`src/rtl/ckr_flow_check.sv`:
```
module ckr_flow_check #(
  parameter int             PC_W       = 16,
  parameter int             INSN_BYTES = 4,
  parameter logic [PC_W-1:0] RESET_PC  = '0
) (
  input  logic            clk,
  input  logic            rst_n,
  input  logic            chk_valid,
  input  logic [PC_W-1:0] chk_pc,
  input  logic            cm_fire,
  input  logic [PC_W-1:0] cm_pc,
  input  logic            cm_is_branch,
  input  logic            cm_taken,
  input  logic [PC_W-1:0] cm_target,
  output logic            flow_bad,
  output logic            after_branch,
  output logic [PC_W-1:0] exp_pc
);

  logic [PC_W-1:0] exp_q;
  logic            br_q;

  function automatic logic [PC_W-1:0] successor(input logic [PC_W-1:0] pc,
                                                input logic br,
                                                input logic tk,
                                                input logic [PC_W-1:0] tgt);
    return (br && tk) ? tgt : pc + PC_W'(INSN_BYTES);
  endfunction

  always_ff @(posedge clk or negedge rst_n) begin
    if (!rst_n) begin
      exp_q <= RESET_PC;
      br_q  <= 1'b0;
    end else if (cm_fire) begin
      exp_q <= successor(cm_pc, cm_is_branch, cm_taken, cm_target);
      br_q  <= cm_is_branch;
    end
  end

  assign flow_bad     = chk_valid && (chk_pc != exp_q);
  assign after_branch = br_q;
  assign exp_pc       = exp_q;

  assert_bubble_keeps_pc_R12: assert property (@(posedge clk) disable iff (!rst_n)
    !cm_fire |=> $stable(exp_q) && $stable(br_q));

  assert_commit_matches_pc_R3: assert property (@(posedge clk) disable iff (!rst_n)
    cm_fire |-> cm_pc == exp_q);

endmodule

```
`config.mk`:
```
export PLATFORM = sky130hd
export DESIGN_NAME = ckr_flow_check
export DESIGN_NICKNAME = d
export VERILOG_FILES = /design/src/rtl/ckr_flow_check.sv
export SDC_FILE = /design/constraint.sdc
export NUM_CORES = 1
export LEC_CHECK = 0
export BUFFER_PORTS_ARGS = -buffer_cell sky130_fd_sc_hd__clkbuf_2
export CORE_MARGIN = 4
export CORE_UTILIZATION = 46
export DETAILED_ROUTE_END_ITERATION = 10
export PLACE_DENSITY = 0.84
export SLEW_MARGIN = 20
export SYNTH_ARGS = -nofsm -noshare
export SYNTH_HDL_FRONTEND = slang
export SYNTH_SLANG_ARGS = --single-unit
```
`constraint.sdc`:
```
create_clock -name clk -period 2.6 [get_ports clk]
set_input_delay 0.13 -clock clk [delete_from_list [all_inputs] [get_ports clk]]
set_output_delay 0.13 -clock clk [all_outputs]
set_load 0.01 [all_outputs]
```
Word level (Yosys, flattened, before mapping)

Index checks and enable logic that the tools add are counted.

Flip-flop bits (word level): 17
Bits of input ports: 54
Word-level logic and storage cells: 7

Equality and inequality tests: 1
$add $sub $neg: 1
Reductions and logical operators: 2
Muxes and demuxes: 1

Operators with widths:

| kind                                                             | count |
|---|---|
| 16-bit by 3-bit adder with 16-bit output (second input constant) | 1 |
| 16-bit two-way mux                                               | 1 |
| 16-bit inequality test                                           | 1 |
| 1-bit logical AND                                                | 2 |

Logic depth before layout (Yosys ltp)

Word-level depth: 2
Mapped depth: 5
Gate-level depth less buffers: 5

Least setup slack after synthesis

No wires, ideal clock.

Path kind: reg-to-output
Start: register exp_q[11] (netlist: exp_pc[11])
End: output flow_bad
Stages on the path, launching flop included: 4
Data arrival time: 1125 ps
Path slack: 1345 ps
Required time: 2470 ps
Cell sequence: dfrtp_1 xnor2_1 nand4_1 o41a_1

Word-level cells in the longest chain between the ends: 2

Ends and longest elaborated chain:

| element                | line | RTL |
|---|---|---|
| start, declared        | 20   | `logic [PC_W-1:0] exp_q;` |
| start signal, assigned | 35   | `exp_q <= successor(cm_pc, cm_is_branch, cm_taken, cm_target);` |
| 16-bit inequality test | 40   | `assign flow_bad = chk_valid && (chk_pc != exp_q);` |
| 1-bit logical AND      | 40   |  |
| end, declared          | 15   | `output logic flow_bad,` |

No other way between the ends.

Worst setup path after layout

Same ends and word-level chain as after synthesis.

==> results.yml <==
die:
  die_area_um2: 3470
  core-area_um2: 2480
  start_util_pct: 48.1
  fp-row-count: 18
  die_y_um: 58.9
  chipWidth_um: 58.9
  io_pins: 72
flow_run:
  maxCapViolCount: 0
place:
  dp_hpwl_um: 2570
  place_congestion: 0.804
  place.port_buffers: 71
  place_ws_ps: 1220
sta:
  hold_viol_final: 0
  slew_headroom_pct: 59.8
  drv_slew: 0
  setup_tns_ps: 0
  tightest_slew_ps: 602
  post-route-min-period_ps: 1700
  fin_skew_ps: 0
  setup_slack_ps: 896
  timing.final.crit_share_pct: 65.5
  setup_viol: 0
  fmax_mhz: 587
  rsz0062_at_grt: "false"
global_routing:
  grt-ovfl-total: 0
  antenna_found_initial: 0
  grt_pass1_vias: 1120
  grt_pass1_wl_um: 5080
  grt_usage_pct: 19.0
  grt_max_degree: 34
pwr:
  leakagePower_nw: 0.740
  intPower_uw: 471
  peakVddDrop_mv: 0.230
  p_seq_share_pct: 46.5
  power.switching_uw: 230
  clockPowerShare_pct: 20.4
  swShare_pct: 32.8
  combPwrFrac_pct: 33.1
  power_density_nw_per_um2: 438
finish:
  layout_commonest_cell: "clkbuf_2"
  fillers: 235
  area_growth_pct: 34.1
  mostFrequentLayoutCells: "clkbuf_2, xnor2_1, dfrtp_1, nand2_1"
  finalNetCount: 262
  layout-drive-gt1-share_pct: 38.8
  diodes: 0
critical_path:
  startpoint_type: "flop"
  r2r_setup_slack_ps: 1610
  worstSetupEndpointType: "output pin"
  worst-endpoint-arrival_ps: 1570
  r2r_end: "exp_pc[8]"
  required_ps: 2470
  criticalPathCategory: "flop to output pin"
  startpoint: "exp_pc[11]"
  crit_fanout: 3
  worstReg2RegStart: "exp_pc[8]"
  r2r_cells: 3
  critPathCapture: "flow_bad"
clock_network:
  cts_root_buf: "clkbuf_4"
  ctsLongestPathBuffers: 2
  cts-htree-levels: 1
  numCtsBuffers: 3
  insertion_delay_ps: 290
  cts_tree: "done"
  postCtsSetupRepairBufs: 0
  cts.reportedPaths.clkPinSlew_ps: 100
  cts_sinks: 17
synth:
  synth-edff-count: 0
  synth_cell_types: 26
  postSynthAreaPerCell_um2: 8.83
  netlist_area_um2: 1190
  syn_nets: 190
  ys_ff_latch: 17
  synthCells: 135
  synth-main-ff-cell: "dfrtp_1"
  ys_warn_count: 0
  async_flop_share_pct: 100
  yosysSeqAreaShare_pct: 35.7
drt:
  routed_wl_um: 3170
  drt_iter0_drc: 26
  drc_errors: 0
  viasPerCell: 5.20
  drt_pass1_iterations: 4
  post_drt_wl_per_cell_um: 13.4
  drtAntennaViolNets: 0
  routed-via-count: 1228
worst_hold_path:
  min_path_type: "primary input to flop"
outcome:
  status: "complete, no violations"
## final cells by class
type | count | area, µm² | share of cell area (%)
timing repair buffer | 72 | 365 | 22.8
inverter | 9 | 33.8 | 2.11
tap | 30 | 37.5 | 2.35
sequential | 17 | 425 | 26.6
multi-input combinational | 104 | 711 | 44.4
clock buffer | 4 | 26.3 | 1.64
## sequential cells by signal (all words and copies together) (netlist names)
register and count:
exp_pc 16, after_branch 1
## per-layer routing
metal,global-route usage [%],vias to the layer above,routed length (µm)
met5,0,-,0
met4,5.83,0,39
met3,1.75,4,200
met2,31.7,43,1660
met1,26.0,562,1270
li1,-,619,-
## what timing repair did
item                                   in CTS  in global routing
gates resized for setup                     0                  0
hold buffers                                1                  0
endpoints found under the hold margin      17                  0
## cell usage after synthesis (2+ instances only)
cell type	count	area (µm²)
xnor2_1	27	236
dfrtp_1	17	425
nand2_1	11	41.3
nand3_1	10	50.1
nor2_1	10	37.5
inv_1	9	33.8
a31oi_1	7	43.8
o21ai_0	7	35.0
nand4_1	6	37.5
nor2b_1	4	25.0
nor3_1	4	20.0
o221ai_1	4	35.0
buf_2	3	15.0
a21oi_1	2	10.0
mux2_2	2	22.5
o22ai_1	2	12.5
## power groups by stage
stage	sequential (mW)	combinational, mW	clock, mW
floorplan	0.341	0.110	0
global placement	0.329	0.227	0
detailed placement	0.331	0.231	0
CTS	0.326	0.235	0.142
global route	0.331	0.256	0.156
finish	0.326	0.232	0.143
## stage by stage
step	hold slack, ps	utilization (%)	cells	power [mW]	area, µm²
after floorplan	-166	-	135	0.450	1190
after global placement	80.3	63.1	231	0.556	1560
after detailed placement	82.8	63.1	231	0.562	1560
after CTS	61.0	64.5	236	0.703	1600
after global routing	69.3	64.5	236	0.743	1600
final	53.2	64.5	236	0.701	1600
## cells by family after synthesis
| group | share of synthesized area [%] |
|---|---|
| AOI/OAI and AO/OA | 13.6 |
| adders and majority gates | 1.05 |
| and+or+nand+nor | 22.5 |
| DFF | 35.7 |
| xor gates and xnor gates | 20.6 |
| buffers and inverters | 4.72 |
| muxes | 1.89 |
## critical path: stages, from the launching register on
cell	delay, ps
dfrtp_1	420
xnor2_1	180
nand4_1	120
o41a_1	430
clkbuf_2	130
## worst min path at each step
| stage | from | endpoint | slack (ps) | depth (start not counted) |
|---|---|---|---|---|
| 6_report | cm_target[0] | exp_pc[0] | 50 | 3 |
| 2_1_floorplan | rst_n | after_branch | -170 | 0 |
| 4_1_cts | cm_target[0] | exp_pc[0] | 60 | 3 |
| 3_3_place_gp | rst_n | exp_pc[13] | 80 | 1 |
| 5_1_grt | cm_target[13] | exp_pc[13] | 70 | 3 |
| 3_5_place_dp | rst_n | exp_pc[12] | 80 | 1 |
Note: power is estimated with default switching activity, not from simulation.
